==> src/rtl/perf_ctr_pkg.sv <==
package perf_ctr_pkg;
  localparam int NPHYS   = 4;
  localparam int NLOG    = 2 * NPHYS;
  localparam int ADDR_W  = 5;
  localparam int PIDX_W  = $clog2(NPHYS);
  localparam int LIDX_W  = $clog2(NLOG);
  localparam int EN_BIT  = 31;

  localparam logic [ADDR_W-1:0] ADR_CTRL = 5'h18;
  localparam logic [ADDR_W-1:0] ADR_STS  = 5'h19;

  // region decode on upper address bits
  function automatic logic is_phys(input logic [ADDR_W-1:0] a);
    return a[ADDR_W-1:PIDX_W] == '0;
  endfunction

  function automatic logic is_log(input logic [ADDR_W-1:0] a);
    return a[ADDR_W-1:LIDX_W] == 2'b01;
  endfunction

  function automatic logic is_cctl(input logic [ADDR_W-1:0] a);
    return a[ADDR_W-1:LIDX_W] == 2'b10;
  endfunction
endpackage

==> src/rtl/pc_phys_slice.sv <==
module pc_phys_slice #(
  parameter int W = 32
) (
  input  logic         clk,
  input  logic         rst_n,
  input  logic         run_i,
  input  logic         split_i,
  input  logic         commit_i,
  input  logic         lat_we_i,
  input  logic [W-1:0] lat_data_i,
  input  logic         evt_hi_i,
  input  logic         evt_lo_i,
  output logic [W-1:0] cnt_o,
  output logic         wrap_hi_o,
  output logic         wrap_lo_o
);
  localparam int HW = W / 2;

  logic [W-1:0] cnt_q, cnt_d;
  logic [W-1:0] latch_q, latch_d;
  logic         pend_q, pend_d;

  always_comb begin
    cnt_d     = cnt_q;
    latch_d   = latch_q;
    pend_d    = pend_q;
    wrap_hi_o = 1'b0;
    wrap_lo_o = 1'b0;
    if (lat_we_i) begin
      latch_d = lat_data_i;
      pend_d  = 1'b1;
    end
    if (commit_i && pend_q) begin
      cnt_d  = latch_q;
      pend_d = 1'b0;
    end else if (run_i) begin
      if (split_i) begin
        if (evt_hi_i) begin
          cnt_d[W-1:HW] = cnt_q[W-1:HW] + HW'(1);
          wrap_hi_o     = &cnt_q[W-1:HW];
        end
        if (evt_lo_i) begin
          cnt_d[HW-1:0] = cnt_q[HW-1:0] + HW'(1);
          wrap_lo_o     = &cnt_q[HW-1:0];
        end
      end else if (evt_hi_i) begin
        cnt_d     = cnt_q + W'(1);
        wrap_hi_o = &cnt_q;
      end
    end
  end

  always_ff @(posedge clk or negedge rst_n) begin
    if (!rst_n) begin
      cnt_q   <= '0;
      latch_q <= '0;
      pend_q  <= 1'b0;
    end else begin
      cnt_q   <= cnt_d;
      latch_q <= latch_d;
      pend_q  <= pend_d;
    end
  end

  assign cnt_o = cnt_q;


  hold_when_off_chk: assert property (@(posedge clk) disable iff (!rst_n)
    (!run_i && !commit_i) |=> $stable(cnt_q));


  commit_load_chk: assert property (@(posedge clk) disable iff (!rst_n)
    (commit_i && pend_q) |=> (cnt_q == $past(latch_q)));
endmodule

==> src/rtl/pc_status.sv <==
module pc_status #(
  parameter int N = 8
) (
  input  logic         clk,
  input  logic         rst_n,
  input  logic [N-1:0] wrap_i,
  input  logic [N-1:0] clr_i,
  input  logic [N-1:0] ie_i,
  output logic [N-1:0] sts_o,
  output logic         irq_o
);
  logic [N-1:0] sts_q, sts_d;

  // a wrap in the same cycle as a clear wins
  always_comb sts_d = (sts_q & ~clr_i) | wrap_i;

  always_ff @(posedge clk or negedge rst_n) begin
    if (!rst_n) sts_q <= '0;
    else        sts_q <= sts_d;
  end

  assign sts_o = sts_q;
  assign irq_o = |(sts_q & ie_i);


  sticky_set_chk: assert property (@(posedge clk) disable iff (!rst_n)
    (|wrap_i) |=> ((sts_q & $past(wrap_i)) == $past(wrap_i)));


  sticky_hold_chk: assert property (@(posedge clk) disable iff (!rst_n)
    (clr_i == '0) |=> ((sts_q & $past(sts_q)) == $past(sts_q)));
endmodule

==> src/rtl/pc_rd_mux.sv <==
module pc_rd_mux
  import perf_ctr_pkg::*;
#(
  parameter int W = 32
) (
  input  logic [ADDR_W-1:0]        addr_i,
  input  logic [NPHYS-1:0][W-1:0]  cnt_i,
  input  logic [NPHYS-1:0]         split_i,
  input  logic                     en_i,
  input  logic [NLOG-1:0]          ie_i,
  input  logic [NLOG-1:0]          sts_i,
  output logic [W-1:0]             rd_o
);
  localparam int HW = W / 2;

  logic [PIDX_W-1:0] pidx;
  logic              upper;
  logic [W-1:0]      sel;

  assign pidx  = addr_i[PIDX_W-1:0];
  assign upper = ~addr_i[PIDX_W];
  assign sel   = cnt_i[pidx];

  always_comb begin
    rd_o = '0;
    if (is_phys(addr_i)) begin
      rd_o = sel;
    end else if (is_log(addr_i)) begin
      if (upper && !split_i[pidx]) rd_o = sel;
      else if (upper)              rd_o = {{HW{1'b0}}, sel[W-1:HW]};
      else                         rd_o = {{HW{1'b0}}, sel[HW-1:0]};
    end else if (is_cctl(addr_i)) begin
      rd_o = {{(W-1){1'b0}}, ie_i[addr_i[LIDX_W-1:0]]};
    end else if (addr_i == ADR_CTRL) begin
      rd_o = {en_i, {(W-1-NPHYS){1'b0}}, split_i};
    end else if (addr_i == ADR_STS) begin
      rd_o = {{(W-NLOG){1'b0}}, sts_i};
    end
  end
endmodule

==> src/rtl/perf_ctr_bank.sv <==
module perf_ctr_bank
  import perf_ctr_pkg::*;
#(
  parameter int BUS_W = 64
) (
  input  logic              clk,
  input  logic              rst_n,
  input  logic [ADDR_W-1:0] bus_addr,
  input  logic              bus_we,
  input  logic [BUS_W-1:0]  bus_wdata,
  output logic [BUS_W-1:0]  bus_rdata,
  input  logic [NLOG-1:0]   evt_i,
  output logic              irq_o
);
  localparam int REG_W = BUS_W / 2;

  logic [REG_W-1:0]           wr_word;
  logic                       en_q, en_d;
  logic [NPHYS-1:0]           split_q, split_d;
  logic [NLOG-1:0]            ie_q, ie_d;
  logic                       ctrl_we, commit;
  logic [NLOG-1:0]            sts_clr, sts, wraps;
  logic [NPHYS-1:0][REG_W-1:0] cnt;
  logic [REG_W-1:0]           rd_word;

  assign wr_word = bus_wdata[BUS_W-1:REG_W];
  assign ctrl_we = bus_we && (bus_addr == ADR_CTRL);
  assign commit  = ctrl_we && wr_word[EN_BIT];
  assign sts_clr = (bus_we && bus_addr == ADR_STS) ? wr_word[NLOG-1:0] : '0;

  always_comb begin
    en_d    = en_q;
    split_d = split_q;
    ie_d    = ie_q;
    if (ctrl_we) begin
      en_d    = wr_word[EN_BIT];
      split_d = wr_word[NPHYS-1:0];
    end
    if (bus_we && is_cctl(bus_addr)) ie_d[bus_addr[LIDX_W-1:0]] = wr_word[0];
  end

  always_ff @(posedge clk or negedge rst_n) begin
    if (!rst_n) begin
      en_q    <= 1'b0;
      split_q <= '0;
      ie_q    <= '0;
    end else begin
      en_q    <= en_d;
      split_q <= split_d;
      ie_q    <= ie_d;
    end
  end

  for (genvar p = 0; p < NPHYS; p++) begin : g_slice
    logic lat_we;
    assign lat_we = bus_we && is_phys(bus_addr) && (bus_addr[PIDX_W-1:0] == PIDX_W'(p));
    pc_phys_slice #(.W(REG_W)) u_slice (
      .clk       (clk),
      .rst_n     (rst_n),
      .run_i     (en_q),
      .split_i   (split_q[p]),
      .commit_i  (commit),
      .lat_we_i  (lat_we),
      .lat_data_i(wr_word),
      .evt_hi_i  (evt_i[p]),
      .evt_lo_i  (evt_i[p+NPHYS]),
      .cnt_o     (cnt[p]),
      .wrap_hi_o (wraps[p]),
      .wrap_lo_o (wraps[p+NPHYS])
    );
  end

  pc_status #(.N(NLOG)) u_status (
    .clk  (clk),
    .rst_n(rst_n),
    .wrap_i(wraps),
    .clr_i(sts_clr),
    .ie_i (ie_q),
    .sts_o(sts),
    .irq_o(irq_o)
  );

  pc_rd_mux #(.W(REG_W)) u_rd (
    .addr_i (bus_addr),
    .cnt_i  (cnt),
    .split_i(split_q),
    .en_i   (en_q),
    .ie_i   (ie_q),
    .sts_i  (sts),
    .rd_o   (rd_word)
  );

  assign bus_rdata = {rd_word, {REG_W{1'b0}}};


  low_half_zero_chk: assert property (@(posedge clk) disable iff (!rst_n)
    bus_rdata[REG_W-1:0] == '0);
endmodule

==> config.mk <==
export PLATFORM = sky130hd
export DESIGN_NAME = perf_ctr_bank
export DESIGN_NICKNAME = d
export VERILOG_FILES = /design/src/rtl/perf_ctr_pkg.sv /design/src/rtl/pc_phys_slice.sv /design/src/rtl/pc_status.sv /design/src/rtl/pc_rd_mux.sv /design/src/rtl/perf_ctr_bank.sv
export SDC_FILE = /design/constraint.sdc
export NUM_CORES = 1
export LEC_CHECK = 0
export BUFFER_PORTS_ARGS = -buffer_cell sky130_fd_sc_hd__buf_4
export CORE_MARGIN = 5
export CORE_UTILIZATION = 55
export CTS_BUF_LIST = sky130_fd_sc_hd__clkbuf_4 sky130_fd_sc_hd__clkbuf_8
export DETAILED_ROUTE_END_ITERATION = 6
export PLACE_DENSITY_LB_ADDON = 0.08
export SYNTH_ARGS = -nofsm -noshare
export SYNTH_HDL_FRONTEND = slang
export SYNTH_SLANG_ARGS = --single-unit
==> constraint.sdc <==
create_clock -name clk -period 5.5 [get_ports clk]
set_input_delay 1.1 -clock clk [delete_from_list [all_inputs] [get_ports clk]]
set_output_delay 1.1 -clock clk [all_outputs]
set_load 0.02 [all_outputs]
### Yosys cells after proc, flatten, opt, wreduce, memory -nomap -nowiden

Cells that the tools add are included.

| cells by class | value |
|---|---|
| magnitude comparators | 3 |
| bitwise gates (word level) | 5 |
| reduce and logical (&&, ||, !) cells | 55 |
| equal/unequal tests | 11 |
| muxes and demuxes | 85 |
| $add $sub $neg | 12 |

Operator list:

| kind | count |
|---|---|
| 2-to-1 mux 32 bit | 22 |
| 2-to-1 mux 16 bit | 9 |
| adder 16 x 1 -> 16 bit (second input constant) | 8 |
| adder 32 x 1 -> 32 bit (second input constant) | 4 |
| AND reduction 16 bit | 8 |
| AND reduction 32 bit | 4 |
| binary-select mux 32 bit (select 2 bit) | 1 |
| 2-to-1 mux 1 bit | 47 |
| nonzero test 2 bit | 12 |
| AND 8 bit | 2 |
| 2-to-1 mux 8 bit | 2 |
| logical AND 1 bit | 15 |
| inequality test 3 x 2 -> 1 bit (second input constant) | 4 |
| AND reduction 3 bit | 4 |
| nonzero test 3 bit | 4 |
| equality test 5 bit (second input constant) | 2 |
| bitwise mux 8 bit | 1 |
| inverter 8 bit | 1 |
| OR 8 bit | 1 |
| AND reduction 2 bit | 4 |
| OR reduction 8 bit | 1 |
| equality test 2 bit (second input constant) | 3 |
| equality test 2 x 1 -> 1 bit (second input constant) | 2 |
| less-than comparator 3 x 4 -> 1 bit (second input constant) | 1 |
| 9 further kinds | 9 |

| storage, ports and cells | value |
|---|---|
| output and inout bits | 65 |
| input bits | 80 |
| bits in registers | 281 |

### Longest topological paths before layout

| depth | value |
|---|---|
| depth after elaboration | 7 |
| depth in mapped cells | 10 |

### Modules after synthesis

From an unflattened synthesis, not the netlist that was laid out.

| second synthesis, totals | value |
|---|---|
| cells, all modules | 1535 |
| area, all modules | 15812.7 um^2 |

By module, submodules not included:

| module | cells each | area an instance (um^2) | times used |
|---|---|---|---|
| pc_phys_slice at g_slice[0].u_slice ... | 320 | 3253.1 | 3 |
| pc_phys_slice at g_slice[3].u_slice | 315 | 3273.1 | 1 |
| pc_rd_mux | 138 | 1534.0 | 1 |
| perf_ctr_bank | 93 | 918.4 | 1 |
| pc_status | 29 | 327.8 | 1 |

### Least setup slack after synthesis

No wires, ideal clock.

| timing path | value |
|---|---|
| kind | input-to-output |
| start point | in bus_addr[0] |
| end point | out bus_rdata[36] |
| setup slack | 1.633 ns |
| stages on the path | 5 |
| buffers on the path | 1 |
| required time | 4.400 ns |
| arrival | 2.767 ns |
| cells stage by stage | buf_6 mux4_2 nor2b_1 a211o_1 o21ai_0 |

| on the way | value |
|---|---|
| word-level cells in the longest chain between the ends | 7 |
| elaborated cells on any way between the ends | 15 |
| those cells by class | eq/ne: 2; mux: 11; reduce/logical: 2 |

RTL lines:

| item | line | text |
|---|---|---|
| start, declared | perf_ctr_bank.sv:8 | `input logic [ADDR_W-1:0] bus_addr,` |
| binary-select mux 1 bit (select 2 bit) | pc_rd_mux.sv:29 | `if (upper && !split_i[pidx]) rd_o = sel;` |
| 2-to-1 mux 1 bit (not written as such) | pc_rd_mux.sv:29 |  |
| logical NOT 1 bit | pc_rd_mux.sv:29 |  |
| logical AND 1 bit | pc_rd_mux.sv:29 |  |
| 2-to-1 mux 32 bit | pc_rd_mux.sv:29 |  |
| 2-to-1 mux 32 bit | pc_rd_mux.sv:28 | `end else if (is_log(addr_i)) begin` |
| 2-to-1 mux 32 bit (*) | pc_rd_mux.sv:26 | `if (is_phys(addr_i)) begin` |
| end, declared | perf_ctr_bank.sv:11 | `output logic [BUS_W-1:0] bus_rdata,` |

Every way passes the cells marked *; elsewhere a longest branch is shown, timed or not. The select of a mux whose other input is x is not followed.

### Worst setup path in the final report

| timing path | value |
|---|---|
| start point | in bus_addr[0] |
| end point | out bus_rdata[63] |

Same word-level chain as after synthesis.

==> results.sh <==
export IMPL_slew_headroom=0.233
export IMPL_numClockSinks=281
export IMPL_cpPeakStageDelay_ps=780
export IMPL_synth_cell_types=63
export IMPL_rsz0062_at_grt="no"
export IMPL_synth_seq_area_share=0.471
export IMPL_grt_max_degree=129
export IMPL_p_sw_w=0.00197
export IMPL_arrival_ps=3410
export IMPL_power_frac_comb=0.195
export IMPL_clock_skew_ps=21.7
export IMPL_antennaDiodeCount=0
export IMPL_vias_per_cell=6.04
export IMPL_portBuffers=80
export IMPL_power_share_sequential=0.483
export IMPL_hold_path_class="reg -> reg"
export IMPL_hold_viol_final=0
export IMPL_startpoint_type="primary input"
export IMPL_synth_avg_cell_area_um2=10.6
export IMPL_synthCells=1403
export IMPL_p_total_w=0.00628
export IMPL_grt_usage=0.275
export IMPL_start_util=0.557
export IMPL_r2r_setup_slack_ps=2600
export IMPL_hold_path_end="g_slice[3].u_slice.cnt_o[2]$_DFFE_PN0P_"
export IMPL_min_period_ps=4510
export IMPL_core_area_um2=26800
export IMPL_clk_path_buf_depth=3
export IMPL_hold_depth=1
export IMPL_fin_nets=1563
export IMPL_crit_chain="buf_4 > mux4_2 > a211oi_2 > nand2_1 > o31ai_1 > buf_4"
export IMPL_syn_area_um2=14900
export IMPL_routed_wirelength_um=42000
export IMPL_p_leak_nw=7.38
export IMPL_critPathMostFrequentCell="buf_4"
export IMPL_rows=60
export IMPL_clkTransAtPathRegs_ps=60
export IMPL_drtIter0Drc=1075
export IMPL_yosys_warnings=0
export IMPL_rr_endpoint="g_slice[3].u_slice.cnt_o[11]$_DFFE_PN0P_"
export IMPL_place_hpwl_um=29600
export IMPL_ios=145
export IMPL_report_final_slew_viol_count=0
export IMPL_holdBufCountCts=0
export IMPL_p_int_w=0.00431
export IMPL_ys_flop_type="dfrtp_1"
export IMPL_cts_root_buf="clkbuf_8"
export IMPL_cp_data_required_time_ps=4400
export IMPL_overflow=0
export IMPL_vias=11200
export IMPL_chipHeight_um=175
export IMPL_cts_tree="done"
export IMPL_async_flop_share=1.00
export IMPL_grt_pass1_vias=11000
export IMPL_pwr_share_clk=0.323
export IMPL_max_vdd_ir_drop_v=0.000211
export IMPL_reg2reg_depth=6
export IMPL_final_cell_mix="dfrtp_1, nor2_1, mux2_2"
export IMPL_hold_start="g_slice[3].u_slice.latch_q[2]$_DFFE_PN0P_"
export IMPL_slowest_stage="a211oi_2"
export IMPL_switching_share=0.314
export IMPL_critPathMaxFanout=28
export IMPL_drive_above_1_share=0.258
export IMPL_numCtsBuffers=48
export IMPL_h_tree_depth=2
export IMPL_die_x_um=175
export IMPL_tns_ps=0
export IMPL_max_freq_mhz=222
export IMPL_whs_ps=494
export IMPL_r2r_start="en_q$_DFFE_PN0N_"
export IMPL_grt_pass1_wl_um=65600
export IMPL_critPathCaptureType="primary output"
export IMPL_synth_seq_cells=281
export IMPL_path_class="in -> out"
export IMPL_wl_per_cell_um=22.7
export IMPL_crit_family="compound AO/OA/AOI/OAI gates"
export IMPL_antenna_found_initial=1
export IMPL_synth_edf_count=0
export IMPL_finalSetupViolCount=0
export IMPL_post_cts_buffers=0
export IMPL_gp_congestion=0.950
export IMPL_cts_resized=0
export IMPL_status="completed"
export IMPL_cp_num_buf_inv=2
export IMPL_maxCapViolations=0
export IMPL_dr_pass1_iters=6
export IMPL_worst_slew_pin_transition_ps=1150
export IMPL_final_antenna_net_count=0
export IMPL_postPlaceCellArea_um2=15600
export IMPL_power_density_nw_per_um2=376
export IMPL_period_share=0.820
export IMPL_areaGrowthSynthToFinish_pct=11.8
export IMPL_mostFrequentLayoutCell="dfrtp_1"
export IMPL_stdcell_area_um2=16700
export IMPL_clk_latency_ps=570
export IMPL_remaining_drc_errors=0
export IMPL_dieArea_um2=30500
## worst max path at each step
stage | startpoint | to | slack [ps] | depth (start not counted)
after detailed placement | bus_addr[0] | bus_rdata[63] | 980 | 6
final | bus_addr[0] | bus_rdata[63] | 990 | 6
after global routing | bus_addr[0] | bus_rdata[63] | 760 | 6
after CTS | bus_addr[0] | bus_rdata[63] | 980 | 6
after floorplan | bus_addr[0] | bus_rdata[36] | 1630 | 5
after global placement | bus_addr[0] | bus_rdata[55] | 1050 | 5
## worst register-to-register path, cell delays in order (launching register included)
cell      delay, ps
dfrtp_1         730
inv_1           350
nor4_1          770
nand2b_1        370
nor3_1          290
xnor2_1         170
a21oi_1          90
## area by class of cell
| class | count | area (µm²) |
|---|---|---|
| tap | 341 | 427 |
| inverter | 25 | 93.8 |
| clock inverter | 4 | 50.0 |
| fill | 2289 | 10100 |
| sequential | 281 | 7030 |
| clock buffer | 77 | 997 |
| multi-input combinational | 1026 | 7360 |
| timing repair buffer | 93 | 718 |
## stage by stage
step / util / instances / worst slack, ps
3_3_place_gp: 0.583 / 1766 / 1050
6_report: 0.622 / 1847 / 988
4_1_cts: 0.622 / 1847 / 981
2_1_floorplan: - / 1434 / 1630
3_5_place_dp: 0.583 / 1766 / 982
5_1_grt: 0.622 / 1847 / 760
## per-layer routing
metal  up-vias  routed length [µm]  track usage
met4         2                 869       0.0671
met5         -                   7            0
met2       453               17600        0.390
met1      5611               19500        0.420
li1       5020                   -            -
met3        65                3970       0.0801
## power groups by stage
| stage | sequential (W) | clock [W] | combinational, W |
|---|---|---|---|
| CTS | 0.00301 | 0.00206 | 0.00122 |
| finish | 0.00303 | 0.00202 | 0.00122 |
| global placement | 0.00303 | 0 | 0.00118 |
| global route | 0.00308 | 0.00216 | 0.00135 |
| floorplan | 0.00282 | 0 | 0.000948 |
| detailed placement | 0.00304 | 0 | 0.00121 |
## flip-flops by register name, summed over array words and instances, names as in the netlist
| signal | cells |
|---|---|
| u_status.sts_o | 8 |
| en_q | 1 |
| split_q | 4 |
| g_slice.u_slice.pend_q | 4 |
| ie_q | 8 |
| g_slice.u_slice.latch_q | 128 |
| g_slice.u_slice.cnt_o | 128 |
## cells by family after synthesis
kind of cell,after synthesis,synth area share
other,1,0.000251
AO/OA/AOI/OAI,179,0.0676
buffers and inverters,127,0.0447
adder cells (fa/ha/maj),8,0.00671
AND/OR/NAND/NOR,492,0.167
flip-flops,281,0.471
multiplexers,194,0.172
XOR/XNOR,121,0.0710
## synth_stat cells, drive strengths merged (2+ instances only)
library cell / n / area (µm²)
dfrtp: 281 / 7030
nor2: 165 / 619
mux2: 147 / 1660
a21oi: 129 / 653
nand2: 111 / 419
buf: 82 / 498
xnor2: 76 / 666
xor2: 45 / 394
nand3: 44 / 225
nand4: 41 / 269
nor3: 36 / 190
mux4: 35 / 792
inv: 25 / 93.8
and3: 23 / 144
o21ai: 22 / 110
and2: 20 / 125
clkbuf: 20 / 75.1
nor4: 17 / 198
mux2i: 12 / 120
nor3b: 10 / 90.1
a22oi: 8 / 60.1
ha: 8 / 100
and4: 5 / 43.8
nand3b: 5 / 37.5
nor2b: 4 / 25.0
o221ai: 4 / 35.0
nand2b: 3 / 26.3
o31ai: 3 / 22.5
or2: 3 / 18.8
a211oi: 2 / 20.0
a31oi: 2 / 27.5
o211ai: 2 / 15.0
Note: power is estimated with default switching activity, not from simulation.
